===== src/rtl/qss_pkg.sv =====
package qss_pkg;
  localparam int RES_BITS    = 12;
  localparam int NUM_CH      = 4;
  localparam int SYNC_STAGES = 2;
  localparam int BIT_W       = $clog2(RES_BITS);
  localparam int CH_W        = $clog2(NUM_CH);

  typedef struct packed {
    logic            trial;   // a search step is active this cycle
    logic            store;   // last bit of the current channel
    logic            clear;   // start of a new conversion
    logic            oe;      // bus read active
    logic [BIT_W-1:0] bitIdx;
    logic [CH_W-1:0]  chan;
    logic [CH_W-1:0]  rdPtr;
  } ctrlStrobes_t;
endpackage


===== src/rtl/qss_control.sv =====
module qss_control
  import qss_pkg::*;
(
  input  logic         clk,
  input  logic         rstN,
  input  logic         convStart,
  input  logic         csN,
  input  logic         rdN,
  output ctrlStrobes_t strb,
  output logic [NUM_CH-1:0] holdFlags,
  output logic         intN
);
  localparam logic [BIT_W-1:0] TOP_BIT  = BIT_W'(RES_BITS - 1);
  localparam logic [CH_W-1:0]  LAST_CH  = CH_W'(NUM_CH - 1);

  logic [SYNC_STAGES:0] syncChain;
  logic startRise, startGo;
  logic busy, holding, prevAct, readAct;
  logic [BIT_W-1:0] bitIdx;
  logic [CH_W-1:0]  chan, rdPtr;

  always_ff @(posedge clk or negedge rstN) begin
    if (!rstN) syncChain <= '0;
    else       syncChain <= {syncChain[SYNC_STAGES-1:0], convStart};
  end

  assign startRise = syncChain[SYNC_STAGES-1] & ~syncChain[SYNC_STAGES];
  assign startGo   = startRise & ~busy;
  assign readAct   = ~csN & ~rdN;

  always_ff @(posedge clk or negedge rstN) begin
    if (!rstN) begin
      busy    <= 1'b0;
      holding <= 1'b0;
      bitIdx  <= TOP_BIT;
      chan    <= '0;
      rdPtr   <= '0;
      intN    <= 1'b1;
      prevAct <= 1'b0;
    end else begin
      prevAct <= readAct;
      if (readAct && !prevAct) intN <= 1'b1;
      if (startGo) begin
        busy    <= 1'b1;
        holding <= 1'b1;
        bitIdx  <= TOP_BIT;
        chan    <= '0;
        rdPtr   <= '0;
      end else if (busy) begin
        if (bitIdx == '0) begin
          bitIdx <= TOP_BIT;
          if (chan == LAST_CH) begin
            busy    <= 1'b0;
            holding <= 1'b0;
            intN    <= 1'b0;
          end else begin
            chan <= chan + 1'b1;
          end
        end else begin
          bitIdx <= bitIdx - 1'b1;
        end
      end else if (prevAct && !readAct) begin
        rdPtr <= (rdPtr == LAST_CH) ? '0 : rdPtr + 1'b1;
      end
    end
  end

  assign holdFlags   = {NUM_CH{holding}};
  assign strb.trial  = busy;
  assign strb.store  = busy && (bitIdx == '0);
  assign strb.clear  = startGo;
  assign strb.oe     = readAct;
  assign strb.bitIdx = bitIdx;
  assign strb.chan   = chan;
  assign strb.rdPtr  = rdPtr;
endmodule


===== src/rtl/qss_datapath.sv =====
module qss_datapath
  import qss_pkg::*;
(
  input  logic                clk,
  input  logic                rstN,
  input  ctrlStrobes_t        strb,
  input  logic                cmpAbove,
  output logic [RES_BITS-1:0] dacCode,
  output logic [RES_BITS-1:0] dataOut
);
  localparam int MSB = RES_BITS - 1;

  logic [RES_BITS-1:0] acc, mask, trialCode, nextAcc;
  logic [RES_BITS-1:0] resReg [NUM_CH];

  assign mask      = {{(RES_BITS-1){1'b0}}, 1'b1} << strb.bitIdx;
  assign trialCode = acc | mask;
  assign nextAcc   = cmpAbove ? trialCode : acc;
  assign dacCode   = strb.trial ? trialCode : '0;

  always_ff @(posedge clk or negedge rstN) begin
    if (!rstN)                        acc <= '0;
    else if (strb.clear || strb.store) acc <= '0;
    else if (strb.trial)              acc <= nextAcc;
  end

  for (genvar c = 0; c < NUM_CH; c++) begin : g_ch
    logic [RES_BITS-1:0] chReg;
    always_ff @(posedge clk or negedge rstN) begin
      if (!rstN)
        chReg <= '0;
      else if (strb.store && strb.chan == CH_W'(c))
        chReg <= {~nextAcc[MSB], nextAcc[MSB-1:0]};
    end
    assign resReg[c] = chReg;
  end

  assign dataOut = strb.oe ? resReg[strb.rdPtr] : '0;
endmodule


===== src/rtl/quad_sar_sequencer.sv =====
module quad_sar_sequencer
  import qss_pkg::*;
(
  input  logic                clk,
  input  logic                rstN,
  input  logic                convStart,
  input  logic                csN,
  input  logic                rdN,
  input  logic                cmpAbove,
  output logic [RES_BITS-1:0] dacCode,
  output logic [NUM_CH-1:0]   holdFlags,
  output logic                intN,
  output logic [RES_BITS-1:0] dataOut,
  output logic                dataOe
);
  ctrlStrobes_t strb;

  qss_control i_control (
    .clk(clk), .rstN(rstN), .convStart(convStart), .csN(csN), .rdN(rdN),
    .strb(strb), .holdFlags(holdFlags), .intN(intN)
  );

  qss_datapath i_datapath (
    .clk(clk), .rstN(rstN), .strb(strb), .cmpAbove(cmpAbove),
    .dacCode(dacCode), .dataOut(dataOut)
  );

  assign dataOe = strb.oe;
endmodule


===== config.mk =====
export PLATFORM = sky130hd
export DESIGN_NAME = quad_sar_sequencer
export DESIGN_NICKNAME = d
export VERILOG_FILES = /design/src/rtl/qss_pkg.sv /design/src/rtl/qss_control.sv /design/src/rtl/qss_datapath.sv /design/src/rtl/quad_sar_sequencer.sv
export SDC_FILE = /design/constraint.sdc
export NUM_CORES = 1
export LEC_CHECK = 0
export BUFFER_PORTS_ARGS = -buffer_cell sky130_fd_sc_hd__buf_2
export CAP_MARGIN = 20
export CORE_ASPECT_RATIO = 0.7
export CORE_MARGIN = 8
export CORE_UTILIZATION = 61
export CTS_BUF_LIST = sky130_fd_sc_hd__clkbuf_2
export DETAILED_ROUTE_END_ITERATION = 8
export PLACE_DENSITY = 0.82
export SETUP_SLACK_MARGIN = 0.5
export SYNTH_ARGS = -nofsm -noshare
export SYNTH_HDL_FRONTEND = slang
export SYNTH_SLANG_ARGS = --single-unit

===== constraint.sdc =====
create_clock -name clk -period 1.9 [get_ports clk]
set_input_delay 0.38 -clock clk [delete_from_list [all_inputs] [get_ports clk]]
set_output_delay 0.38 -clock clk [all_outputs]
set_load 0.01 [all_outputs]

==> summary.txt, run 1 <==
Floorplan
  • Initial Utilization: 62.6%
  • Ports: 36
  • Row count: 23
  • Die Y: approximately 80 µm
  • Horiz. Die Dim: 107 µm

Yosys
  • Ys Warns: 0
  • Post-Synthesis Cells: ~340
  • Synth cell types: 37
  • Syn Std Cell Area: 0.00355 mm²
  • Mapped Nets: 353
  • Syn Area/Cell: 10.5 µm²
  • Register bit total from synthesis: 75
  • Sequential share of the synthesized area: 53.0%

Placement
  • Worst slack at placement: 0.0147 ns
  • Final GP Congestion: 0.826
  • Post-DP Area: 0.00391 mm²
  • Input/output buffers: 35
  • Post-DP HPWL: 5.53 mm
  • Dpl cells: 434

Run status
  • Stop stage: global routing
  • Stop err: [ERROR DPL-0038] Utilization greater than 100%, impossible to legalize
  • Outcome: aborted with a tool error

STA
  • Worst endpoint after global-route timing repair: dataOut[2]
  • WEP type: top-level output

Clock tree
  • Clk sinks: 75
  • CTS buffer count: 9
  • Root Driver: clkbuf_2
  • CTS max path bufs: 2
  • H-tree lvl count: 3

Global route
  • Largest net degree at the start of global routing: 36
repair_timing:
action,in CTS
gates cloned,15
buffers inserted,23
hold buffers,2
endpoints found under the hold margin,17
pin swaps,42
gates resized for setup,129
endpoints found under the setup margin,97
per-stage QoR:
stage               hold WS (ns)  util, %  setup TNS, ns
CTS                       0.0396     88.2          -9.46
detailed placement         0.345     69.0              0
global placement           0.341     69.0              0
floorplan                 0.0844        -              0
cells in the mapped netlist:
| cell type | number | area share (%) |
|---|---|---|
| xor2_1 | 1 | 0.25 |
| nor4bb_1 | 1 | 0.28 |
| a21boi_0 | 1 | 0.21 |
| o21ai_1 | 48 | 6.8 |
| clkbuf_1 | 2 | 0.21 |
| and2b_1 | 1 | 0.21 |
| nand3_1 | 1 | 0.14 |
| buf_6 | 3 | 0.95 |
| dfstp_2 | 4 | 3.0 |
| nor4_1 | 1 | 0.18 |
| o31ai_1 | 1 | 0.21 |
| or2b_1 | 1 | 0.21 |
| a21oi_1 | 24 | 3.4 |
| inv_1 | 5 | 0.53 |
| nand2_4 | 4 | 1.3 |
| ha_1 | 10 | 3.5 |
| a31o_2 | 1 | 0.25 |
| nor3b_1 | 1 | 0.21 |
| and2b_4 | 1 | 0.28 |
| o21a_1 | 3 | 0.63 |
| or3_1 | 1 | 0.18 |
| nor3_1 | 1 | 0.14 |
| buf_4 | 5 | 1.1 |
| o41ai_1 | 1 | 0.25 |
| dfrtp_1 | 71 | 50 |
| nand2_1 | 62 | 6.6 |
| and2_1 | 13 | 2.3 |
| o21ai_0 | 1 | 0.14 |
| nor2_1 | 10 | 1.1 |
| buf_2 | 14 | 2.0 |
| a31oi_1 | 9 | 1.6 |
| xnor2_1 | 1 | 0.25 |
| a22oi_1 | 2 | 0.42 |
| nand2b_1 | 2 | 0.35 |
| mux4_2 | 12 | 7.6 |
| nor2b_1 | 16 | 2.8 |
| mux2i_1 | 2 | 0.56 |
cell families after synthesis:
group,share of synthesized area (%)
simple gates,16.2
xor+xnor,0.494
buf+inv,4.73
fa+ha+maj,3.53
flops,53.0
compound gates,13.9
mux,8.18
==> inputs of run 2 (changes only) <==
--- a/config.mk
+++ b/config.mk
@@ -7,13 +7,10 @@
 export LEC_CHECK = 0
 export BUFFER_PORTS_ARGS = -buffer_cell sky130_fd_sc_hd__buf_2
 export CAP_MARGIN = 20
-export CORE_ASPECT_RATIO = 0.7
 export CORE_MARGIN = 8
-export CORE_UTILIZATION = 61
-export CTS_BUF_LIST = sky130_fd_sc_hd__clkbuf_2
+export CORE_UTILIZATION = 40
 export DETAILED_ROUTE_END_ITERATION = 8
-export PLACE_DENSITY = 0.82
-export SETUP_SLACK_MARGIN = 0.5
+export PLACE_DENSITY_LB_ADDON = 0.15
 export SYNTH_ARGS = -nofsm -noshare
 export SYNTH_HDL_FRONTEND = slang
 export SYNTH_SLANG_ARGS = --single-unit
==> run 2 against run 1 <==
  * The flow now finishes, with violations (negative setup slack)
  * Synthesized cell count is the same
  * Area after synthesis did not move
==> summary.txt, run 2 <==
Yosys
  • Cell taking the most area after synthesis: dfrtp_1
  • Synth cell types: 37
  • Top FF cell, synth: dfrtp_1
  • Register bit total from synthesis: 75
  • Commonest cells post-synth: dfrtp_1 (71), nand2_1 (62), o21ai_1 (48)
  • Post-Synthesis Cells: ~340
  • Syn Area/Cell: 10.5 µm²
  • Mapped Nets: 353
  • Post-synth EDFFs: 0
  • Yosys top cell area share: about half
  • Most common cell in the synthesized netlist: dfrtp_1
  • Sequential share of the synthesized area: 53.0%
  • Most area-consuming cells after synthesis: dfrtp_1 (50%), mux4_2 (7.6%), o21ai_1 (6.8%)
  • Ys Warns: 0
  • Syn Std Cell Area: 0.00355 mm²
  • Ys async rst share: 100%

Detailed routing
  • Remaining DRCs: 0
  • Met1 wire length: 3.99 mm
  • Met3 wire len: 266 µm
  • Metal2 WL: 3.66 mm
  • Drt pass-1 iters: 4
  • Initial drt markers: 107
  • Final ANT Viol Nets: 0
  • Vias: 2562
  • Total Wirelength: roughly 8.0 mm
  • Via-per-instance ratio: between 5 and 6
  • Routed len/inst: approximately 16 µm
  • Max Used Layer: met4

Clock tree
  • CTS buffer count: 9
  • CTS max path bufs: 2
  • Clk sinks: 75
  • Root Driver: clkbuf_8
  • Register clock-pin slew on the reported worst setup and hold paths: 0.07 ns
  • CTS tree: done
  • Clk Latency, worst-skew pair: 0.34 ns
  • H-tree lvl count: 3

Global route
  • All-Layer GR Usage: 14.3%
  • Antenna violations before repair: 0
  • Total grt overflow: 0
  • Vias in the first global route: 2644
  • Global-route wire length before repair: 13.6 mm
  • Largest net degree at the start of global routing: 76

Critical path
  • CP Data Required Time: 1.52 ns
  • CP cell instances: inv_4 -> ha_4 -> or2b_1 -> nor2_1 -> o21a_1 -> buf_2
  • Worst setup SP type: flop
  • Worst-path maximum fanout: 4
  • Crit path kind: flop to output pin
  • Worst Path Arrival: about 1.7 ns
  • Worst path slowest cell: dfstp_2
  • Crit path largest cell delay: 0.62 ns
  • Worst Setup End Kind: output pin

STA
  • # setup viols final: 24
  • Final min period: 2.07 ns
  • Max-slew violation count: 0
  • Max_slew headroom: 67.1%
  • RSZ-0062 raised after global routing: true
  • Final setup skew: 0.00645 ns
  • Final worst slack: -0.167 ns
  • Final hold violations: 0
  • F_max: 484 MHz
  • Fin crit share: 109%
  • Hold Slack: 0.0538 ns
  • Worst slew pin tran: 0.491 ns

Floorplan
  • Ports: 36
  • Die area: 0.0121 mm²
  • Initial Utilization: 40.9%
  • Core area: between 0.008 and 0.009 mm²
  • Horiz. Die Dim: 110 µm
  • Row count: 34
  • Die Y: about 110 µm

Flow run
  • Maxcap violations: 0

Final layout
  • N_diodes: 0
  • Number of flip-flops in the largest register: 48
  • Fraction of layout instances using a drive strength above 1: 34.7%
  • Multi-input logic area: 0.00164 mm²
  • Final Util: 51.1%
  • Final net count: 413
  • Fillers: 817
  • Finished Cell Area: 0.00444 mm²
  • Final non-filler cell total: a little over 500
  • Biggest regs: i_datapath.g_ch.chReg: 48 flops, i_datapath.acc: 12 flops, i_control.bitIdx: 4 flops
  • Largest register by flop count: i_datapath.g_ch.chReg
  • Commonest non-fill, non-tap cell in the layout: dfrtp_1
  • Commonest cells after routing, fill and taps aside: dfrtp_1 (69), nand2_1 (62), o21ai_1 (48)
  • Synth-to-layout area growth: 25.0%
  • Reg area: 0.00188 mm²

Run status
  • Failing checks: negative setup slack
  • Outcome: complete, but fails checks

Hold path
  • Worst hold path type: input port to async pin

Placement
  • Worst slack at placement: 0.0453 ns
  • Input/output buffers: 35
  • Post-DP HPWL: 5.22 mm
  • Final GP Congestion: between 0.8 and 0.9
  • Dpl cells: between 400 and 500
  • Post-DP Area: 0.00392 mm²

Pwr
  • Pleak: 2.05 nW
  • Worst VDD drop: 0.936 mV
  • Pwr/cell area: 1690 mW/mm²
==> run 2: cell counts after synthesis <==
No cell type changed its count.
==> run 2: power breakdown <==
part           switching [mW]  total (mW)  internal, mW
registers               0.460        2.74          2.28
logic                    1.72        3.60          1.88
clock network           0.574        1.16         0.590
==> run 2: final timing paths <==
path,to,cells after the start,start,slack (ns)
max,dacCode[0],6,i_control.bitIdx[1],-0.17
min in group clk,i_control.syncChain[0],1,convStart,0.14
max in group asynchronous,i_control.bitIdx[0],2,rstN,1.52
min reg2reg,i_control.syncChain[1],0,i_control.syncChain[0],0.36
min,i_datapath.g_ch[0].chReg[0],2,rstN,0.05
max reg2reg,i_datapath.g_ch[3].chReg[4],6,i_control.bitIdx[1],0.18
==> run 2: through the flow <==
step	TNS, ns	power, mW
6_report	-2.92	7.49
5_1_grt	-4.57	8.08
4_1_cts	-3.52	7.34
3_5_place_dp	0	5.68
3_3_place_gp	0	5.61
2_1_floorplan	0	4.69
==> run 2: timing repair <==
item | 4_1_cts | 5_1_grt
gates cloned | 0 | 1
pin swaps | 7 | 15
resized for setup | 35 | 12
buffers inserted | 11 | 3
endpoints found under the setup margin | 24 | 24
hold buffers | 0 | 0
==> run 2: metal layers <==
| metal | track usage [%] | vias to the layer above |
|---|---|---|
| li1 | - | 1276 |
| met1 | 19.9 | 1229 |
| met2 | 22.0 | 49 |
| met3 | 2.33 | 8 |
| met4 | 5.42 | 0 |
| met5 | 0 | - |
==> run 2: kinds of logic (layout without fill, tap and decap cells) <==
group | count (synthesis) | after routing | share of synthesized area, %
fa+ha+maj | 10 | 10 | 3.53
flops | 75 | 75 | 53.0
simple gates | 116 | 116 | 16.2
compound gates | 91 | 91 | 13.9
mux | 14 | 14 | 8.18
xor+xnor | 2 | 2 | 0.494
buf+inv | 29 | 93 | 4.73
==> run 2: area by class of cell <==
type,instances,area share [%]
clock buffer,9,2.79
multi-input combinational,233,36.9
clock inverter,6,1.30
tap,108,3.05
inverter,5,0.536
timing repair buffer,73,13.0
sequential,75,42.5
==> run 2: worst max-delay path, delay by kind of cell (launching register included) <==
family / cells / cell delay (ns)
buf+inv: 2 / 0.19
fa+ha+maj: 1 / 0.17
flops: 1 / 0.62
simple gates: 2 / 0.21
compound gates: 1 / 0.16
Note: power is estimated with default switching activity, not from simulation.
